$ cat src/rtl/rw_arb_pkg.sv
package rw_arb_pkg;
   typedef enum logic {
      BUS_RD = 1'b0,
      BUS_WR = 1'b1
   } bus_dir_e;
endpackage

$ cat src/rtl/rw_gap_timer.sv
// Dead-time down-counter; loaded on every direction change.
module rw_gap_timer #(
   parameter int GAP_CYC = 3
) (
   input  logic clk,
   input  logic rst_n,
   input  logic start,
   output logic busy
);
   generate
      if (GAP_CYC == 0) begin : g_no_gap
         assign busy = 1'b0;
         logic unused_start;
         assign unused_start = start;
      end else begin : g_gap
         localparam int CW = $clog2(GAP_CYC + 1);
         localparam logic [CW-1:0] LOAD = CW'(GAP_CYC);
         logic [CW-1:0] remain;
         always_ff @(posedge clk) begin
            if (!rst_n)
               remain <= '0;
            else if (start)
               remain <= LOAD;
            else if (remain != '0)
               remain <= remain - 1'b1;
         end
         assign busy = (remain != '0);
      end
   endgenerate
endmodule

$ cat src/rtl/rw_level_cmp.sv
// Water-mark comparators on the write-buffer occupancy.
module rw_level_cmp #(
   parameter int OCC_W   = 6,
   parameter int HI_MARK = 24,
   parameter int LO_MARK = 8
) (
   input  logic [OCC_W-1:0] level,
   output logic             at_hi,
   output logic             at_lo,
   output logic             nonzero
);
   localparam logic [OCC_W-1:0] HI_V = OCC_W'(HI_MARK);
   localparam logic [OCC_W-1:0] LO_V = OCC_W'(LO_MARK);

   assign at_hi   = (level >= HI_V);
   assign at_lo   = (level <= LO_V);
   assign nonzero = (level != '0);
endmodule

$ cat src/rtl/rw_dir_fsm.sv
// Direction state machine with hysteresis and optional early drain.
module rw_dir_fsm
   import rw_arb_pkg::*;
#(
   parameter bit OPP_DRAIN = 1'b0
) (
   input  logic clk,
   input  logic rst_n,
   input  logic busy,
   input  logic rd_pending,
   input  logic at_hi,
   input  logic at_lo,
   output logic dir_wr,
   output logic turn_start
);
   bus_dir_e dir_q, dir_d;
   logic     forced_q, forced_d;
   logic     early_enter, early_exit;

   // Early drain: only used when the option is built in.
   assign early_enter = OPP_DRAIN && !rd_pending && !at_lo;
   assign early_exit  = OPP_DRAIN && rd_pending && !at_hi && !forced_q;

   always_comb begin
      dir_d      = dir_q;
      forced_d   = forced_q;
      turn_start = 1'b0;
      if (!busy) begin
         unique case (dir_q)
            BUS_RD: begin
               if (at_hi) begin
                  dir_d      = BUS_WR;
                  forced_d   = 1'b1;
                  turn_start = 1'b1;
               end else if (early_enter) begin
                  dir_d      = BUS_WR;
                  forced_d   = 1'b0;
                  turn_start = 1'b1;
               end
            end
            BUS_WR: begin
               if (at_lo || early_exit) begin
                  dir_d      = BUS_RD;
                  forced_d   = 1'b0;
                  turn_start = 1'b1;
               end else if (at_hi) begin
                  forced_d = 1'b1;
               end
            end
            default: dir_d = BUS_RD;
         endcase
      end
   end

   always_ff @(posedge clk) begin
      if (!rst_n) begin
         dir_q    <= BUS_RD;
         forced_q <= 1'b0;
      end else begin
         dir_q    <= dir_d;
         forced_q <= forced_d;
      end
   end

   assign dir_wr = (dir_q == BUS_WR);
endmodule

$ cat src/rtl/rw_bus_arbiter.sv
module rw_bus_arbiter #(
   parameter int OCC_W     = 6,
   parameter int HI_MARK   = 24,
   parameter int LO_MARK   = 8,
   parameter int GAP_CYC   = 3,
   parameter bit OPP_DRAIN = 1'b0
) (
   input  logic             clk,
   input  logic             rst_n,
   input  logic             rd_pending,
   input  logic [OCC_W-1:0] wr_level,
   output logic             bus_is_write,
   output logic             rd_grant,
   output logic             wr_grant,
   output logic             turn_busy
);
   generate
      if (LO_MARK >= HI_MARK) begin : g_bad_marks
         $error("LO_MARK must be below HI_MARK");
      end
      if (HI_MARK > (1 << OCC_W) - 1) begin : g_bad_width
         $error("HI_MARK does not fit in OCC_W bits");
      end
      if (GAP_CYC < 0) begin : g_bad_gap
         $error("GAP_CYC must not be negative");
      end
   endgenerate

   logic at_hi, at_lo, lvl_nz, start, busy, dir_wr;

   rw_level_cmp #(
      .OCC_W  (OCC_W),
      .HI_MARK(HI_MARK),
      .LO_MARK(LO_MARK)
   ) i_cmp (
      .level  (wr_level),
      .at_hi  (at_hi),
      .at_lo  (at_lo),
      .nonzero(lvl_nz)
   );

   rw_dir_fsm #(
      .OPP_DRAIN(OPP_DRAIN)
   ) i_fsm (
      .clk       (clk),
      .rst_n     (rst_n),
      .busy      (busy),
      .rd_pending(rd_pending),
      .at_hi     (at_hi),
      .at_lo     (at_lo),
      .dir_wr    (dir_wr),
      .turn_start(start)
   );

   rw_gap_timer #(
      .GAP_CYC(GAP_CYC)
   ) i_gap (
      .clk  (clk),
      .rst_n(rst_n),
      .start(start),
      .busy (busy)
   );

   assign bus_is_write = dir_wr;
   assign turn_busy    = busy;
   assign rd_grant     = !dir_wr && !busy && rd_pending;
   assign wr_grant     = dir_wr && !busy && lvl_nz;
endmodule

$ cat config.mk
export PLATFORM = sky130hd
export DESIGN_NAME = rw_bus_arbiter
export DESIGN_NICKNAME = d
export VERILOG_FILES = /design/src/rtl/rw_arb_pkg.sv /design/src/rtl/rw_gap_timer.sv /design/src/rtl/rw_level_cmp.sv /design/src/rtl/rw_dir_fsm.sv /design/src/rtl/rw_bus_arbiter.sv
export SDC_FILE = /design/constraint.sdc
export NUM_CORES = 1
export LEC_CHECK = 0
export CAP_MARGIN = 10
export CORE_AREA = 2 2 39 41
export DETAILED_ROUTE_END_ITERATION = 8
export DIE_AREA = 0 0 41 43
export DONT_BUFFER_PORTS = 1
export PLACE_DENSITY = 0.33
export REMOVE_ABC_BUFFERS = 1
export SLEW_MARGIN = 20
export SYNTH_ARGS = -nofsm -noshare
export SYNTH_HDL_FRONTEND = slang
export SYNTH_SLANG_ARGS = --single-unit
$ cat constraint.sdc
create_clock -name clk -period 3.07 [get_ports clk]
set_clock_uncertainty 0.05 [all_clocks]
set_input_delay 0.4605 -clock clk [delete_from_list [all_inputs] [get_ports clk]]
set_output_delay 0.4605 -clock clk [all_outputs]
set_load 0.01 [all_outputs]
==> results of run 1 <==
-- power breakdown --
group          internal, mW  total, mW  switching (mW)
Clock                0.0486     0.0671          0.0185
Sequential           0.0541     0.0658          0.0117
Combinational        0.0383     0.0856          0.0474
-- cells in the final DEF, fill, tap and decap left out, types with 2 or more instances in the layout --
cell type	Yosys	layout
inv_1	3	3
nand2_1	3	3
clkbuf_4	0	3
dfxtp_1	3	3
nor2_1	2	2
a21oi_1	2	2
-- flip-flops by register name, summed over array words and instances (netlist names) --
name,flops
i_gap.g_gap.remain,2
i_fsm.dir_wr,1
-- cell type report --
| cell class | instances | area [um2] | area share [%] |
|---|---|---|---|
| Multi-Input combinational cell | 19 | 133.9 | 53.23 |
| Tap cell | 16 | 20.02 | 7.960 |
| Sequential cell | 3 | 60.06 | 23.88 |
| Inverter | 3 | 11.26 | 4.478 |
| Clock buffer | 4 | 26.28 | 10.45 |
-- per-stage QoR --
step | cell area, um2 | hold slack, ns | instances
finish | 251.5 | 0.3126 | 45
global route | 251.5 | 0.3079 | 45
CTS | 251.5 | 0.3087 | 45
detailed placement | 225.2 | 0.4234 | 41
global placement | 225.2 | 0.3932 | 41
floorplan | 205.2 | 0.3847 | 25
-- worst max-delay path: stages, from the launching register on --
cell and delay [ns]:
dfxtp_1 0.30, inv_1 0.06, ha_1 0.25, nand2_1 0.10, a21oi_1 0.25
-- how the worst min path moves through the flow --
stage                           from                     to  slack [ns]  cells after the start
2_1_floorplan  i_gap.g_gap.remain[1]  i_gap.g_gap.remain[1]        0.38                      2
3_5_place_dp   i_gap.g_gap.remain[1]  i_gap.g_gap.remain[1]        0.42                      2
3_3_place_gp   i_gap.g_gap.remain[1]  i_gap.g_gap.remain[1]        0.39                      2
5_1_grt                        rst_n           i_fsm.dir_wr        0.31                      1
6_report                       rst_n           i_fsm.dir_wr        0.31                      1
4_1_cts                        rst_n           i_fsm.dir_wr        0.31                      1
-- kinds of logic (layout without fill, tap and decap cells) --
group,after synthesis,after routing,share of synthesized area (%)
AO/OA/AOI/OAI,8,8,32.32
flip-flops,3,3,29.27
multiplexers,1,1,4.878
adder cells (fa/ha/maj),1,1,6.097
buffers and inverters,3,7,5.487
AND/OR/NAND/NOR,9,9,21.95
-- routing by layer --
| metal | GRT usage, % | vias up | part of all wire, % |
|---|---|---|---|
| li1 | - | 99 | - |
| met1 | 4.792 | 84 | 40 |
| met2 | 8.750 | 14 | 39 |
| met3 | 6.806 | 0 | 21 |
| met4 | 2.000 | 0 | 0 |
| met5 | 0 | - | 0 |
==> impl_metrics.ini, run 1 <==
[placement]
dpl.hpwl_um = 422.6
place.gp.congestion = 0.5963
portBuffers = 0
place_ws_ns = 1.594

[synthesis]
synth_cell_type_count = 17
synthArstFlopShare_pct = 0
synth_ff_type = dfxtp_1
syn_avg_cell_area_um2 = 8.208
synthTopCellsByCount = dfxtp_1 (3), inv_1 (3), nand2_1 (3)
synth_warnings = 0
syn-instance-count = 25
synth_edf_count = 0
yosysSeqAreaShare_pct = 29.27
ys_seq_elements = 3
synth_top_area_cell = dfxtp_1
synth_area_um2 = 205.2
synth_top_area_share_pct = 29.27
synth_area_leaders = dfxtp_1 (29%), o221ai_2 (7.3%), ha_1 (6.1%)

[routing]
vias_per_cell = 4.378
detail_route.wl_per_cell_um = 10.80
drt_iter0_drc = 1
wl_um = 486
vias = 197
route.detailed.drc = 0
drtAntennaViolNets = 0
first_pass_iters = 2

[layout]
final_core_util_pct = 18.17
antenna_cells = 0
drive_above_1_share_pct = 20.69
syn_to_final_growth_pct = 22.56
fin_nets = 40
nFillCells = 159

[timing]
setup_viol = 0
fin_crit_ns = 1.702
final.period_utilization_pct = 55.43
tns_ns = 0
hold_viol = 0
fmax_ghz = 0.5876
final_max_slew_viol_count = 0
rsz0062_at_grt = false
fin_ws_ns = 1.368
tightest_slew_ns = 0.2762
slew_headroom_pct = 81.65

[clock_network]
cts_htree_levels = 1
cts_tree = built
worst_skew_pair.late_latency_ns = 0.23
cts_buffers = 3
clock-sinks = 3
cts-root-buf = clkbuf_4
clk_pin_slew_worst_paths_ns = 0.04
postCtsHoldBufs = 0
clock_path_buffers = 2
cts_setup_buffers = 0
post_cts_resized = 0

[global_routing]
grt_max_degree = 7
grt.overflow.total = 0
antenna_found_initial = 0
grt_pass1_wl_um = 641
grt_usage_pct = 5.912
grt_pass1_vias = 195

[min_path]
min_path_type = primary input to register

[worst_setup_path]
cp.required_ns = 2.56
start_kind = register
arrival_ns = 1.19
critPathLaunch = i_gap.g_gap.remain[0]
worstSetupPathType = register to primary output
reg2reg_depth = 3
r2r_slack_ns = 1.67
path_max_fanout = 5
reg2reg_to = i_gap.g_gap.remain[1]
r2r-start = i_fsm.dir_wr
end_kind = primary output
critPathCapture = wr_grant

[die]
die-height_um = 43
die_w_um = 41
dieArea_mm2 = 0.001763
initial_core_util_pct = 14.83
rows = 14
pin_count = 13
coreArea_mm2 = 0.001384

[pwr]
power_uw = 218.5
ir_worst_vdd_v = 0.0003614
pwr_density_cell_mw_per_mm2 = 869.0
leakagePower_nw = 0.1007

[flow_run]
drv_cap = 0

[status]
status = completed
(Power assumes the default switching activity.)
==> inputs of run 2 (changes only) <==
PLACE_DENSITY = 0.34   (was 0.33)
clock period = 1.5 ns   (was 3.07 ns; I/O delays follow)
==> impl_metrics.ini, run 2 (synthesis results as in run 1) <==
[status]
status = completed

[routing]
vias_per_cell = 4.522
vias = 208
drtAntennaViolNets = 0
detail_route.wl_per_cell_um = 10.59
route.detailed.drc = 0
drt_iter0_drc = 0
first_pass_iters = 1
wl_um = 487

[die]
dieArea_mm2 = 0.001763
rows = 14
die-height_um = 43
pin_count = 13
coreArea_mm2 = 0.001384
initial_core_util_pct = 14.83
die_w_um = 41

[timing]
setup_viol = 0
rsz0062_at_grt = false
final.period_utilization_pct = 94.26
tns_ns = 0
tightest_slew_ns = 0.2267
fin_crit_ns = 1.414
fmax_ghz = 0.7073
final_max_slew_viol_count = 0
hold_viol = 0
slew_headroom_pct = 84.89

[clock_network]
worst_skew_pair.late_latency_ns = 0.23
cts_tree = built
post_cts_resized = 0
cts-root-buf = clkbuf_4
clock-sinks = 3
clock_path_buffers = 2
cts_buffers = 3
cts_htree_levels = 1
cts_setup_buffers = 0
clk_pin_slew_worst_paths_ns = 0.04
postCtsHoldBufs = 0

[global_routing]
grt.overflow.total = 0
grt_pass1_vias = 231
grt_usage_pct = 6.921
grt_pass1_wl_um = 765
grt_max_degree = 6
antenna_found_initial = 0

[worst_setup_path]
start_kind = register
reg2reg_depth = 4
arrival_ns = 1.14
crit_path_top_delay_cell = dfxtp_1
critPathLaunch = i_gap.g_gap.remain[0]
crit_chain = inv_1 > ha_1 > nand2_1 > a21oi_2
end_kind = primary output
r2r-start = i_gap.g_gap.remain[0]
path_max_fanout = 5
slowest_delay_ns = 0.30
worstSetupPathType = register to primary output
cp.required_ns = 1.22

[layout]
largest_reg_flops = 2
largest-register = i_gap.g_gap.remain
fin_nets = 41
drive_above_1_share_pct = 26.67
nFillCells = 158
syn_to_final_growth_pct = 28.05
layout_common_cells = inv_1 (3), nand2_1 (3), clkbuf_4 (3), dfxtp_1 (3), nor2_1 (2)
antenna_cells = 0

[flow_run]
drv_cap = 0

[placement]
dpl.hpwl_um = 401.6
place.gp.congestion = 0.6111
portBuffers = 0

[min_path]
hold_path_depth = 1
min_path_type = primary input to register
worstHoldStart = rst_n

[pwr]
leakagePower_nw = 0.1054
ir_worst_vdd_v = 0.0004913
power_uw = 465.6
pwr_density_cell_mw_per_mm2 = 1772
-- run 2: cell types whose count changed in the layout (fill, tap and decap cells not counted), sizes merged --
cell	change
buf	+1
-- run 2: worst paths after layout --
kind / endpoint / slack, ns
min: i_fsm.dir_wr / 0.08
max reg2reg: i_fsm.dir_wr / 0.24
min reg2reg: i_gap.g_gap.remain[1] / 0.41
max: wr_grant / 0.09
-- run 2: through the flow --
| stage | utilization, % | instance area [um2] | cells | setup WS [ns] | hold slack, ns |
|---|---|---|---|---|---|
| 3_5_place_dp | 16.82 | 232.7 | 42 | 0.2762 | 0.3145 |
| 4_1_cts | 18.72 | 259.0 | 46 | 0.02869 | 0.06719 |
| 6_report | 18.99 | 262.8 | 46 | 0.08608 | 0.07701 |
| 2_1_floorplan | - | 205.2 | 25 | 0.2098 | 0.3062 |
| 5_1_grt | 18.99 | 262.8 | 46 | 0.006139 | 0.06810 |
| 3_3_place_gp | 16.82 | 232.7 | 42 | 0.2957 | 0.3160 |
-- run 2: per-layer routing --
layer  global-route usage [%]  vias to the layer above  wire length (um)
li1                         -                       99                 -
met1                    6.410                       94               219
met2                    9.063                       15               189
met3                    7.330                        0                78
met4                    4.000                        0                 0
met5                        0                        -                 0
-- run 2: layout make-up --
type                    count  area [um2]  share of cell area (%)
multi-input cells          19       137.6                   52.38
flip-flops and latches      3       60.06                   22.86
clock buffers               4       26.28                   10.00
well taps                  16       20.02                   7.619
inverters                   3       11.26                   4.286
repair buffers              1       7.507                   2.857
-- run 2: critical path, delay by kind of cell (launching register included) --
| family | cells | cell delay [ns] |
|---|---|---|
| adder cells (fa/ha/maj) | 1 | 0.25 |
| buffers and inverters | 1 | 0.06 |
| AND/OR/NAND/NOR | 1 | 0.12 |
| flip-flops | 1 | 0.30 |
| AO/OA/AOI/OAI | 1 | 0.17 |
-- run 2: power by group --
part / leakage (nW) / total (mW) / internal (mW) / switching, mW
logic: 0.0654 / 0.203 / 0.0881 / 0.115
clock network: 0.0150 / 0.139 / 0.0995 / 0.0395
registers: 0.0250 / 0.123 / 0.111 / 0.0128
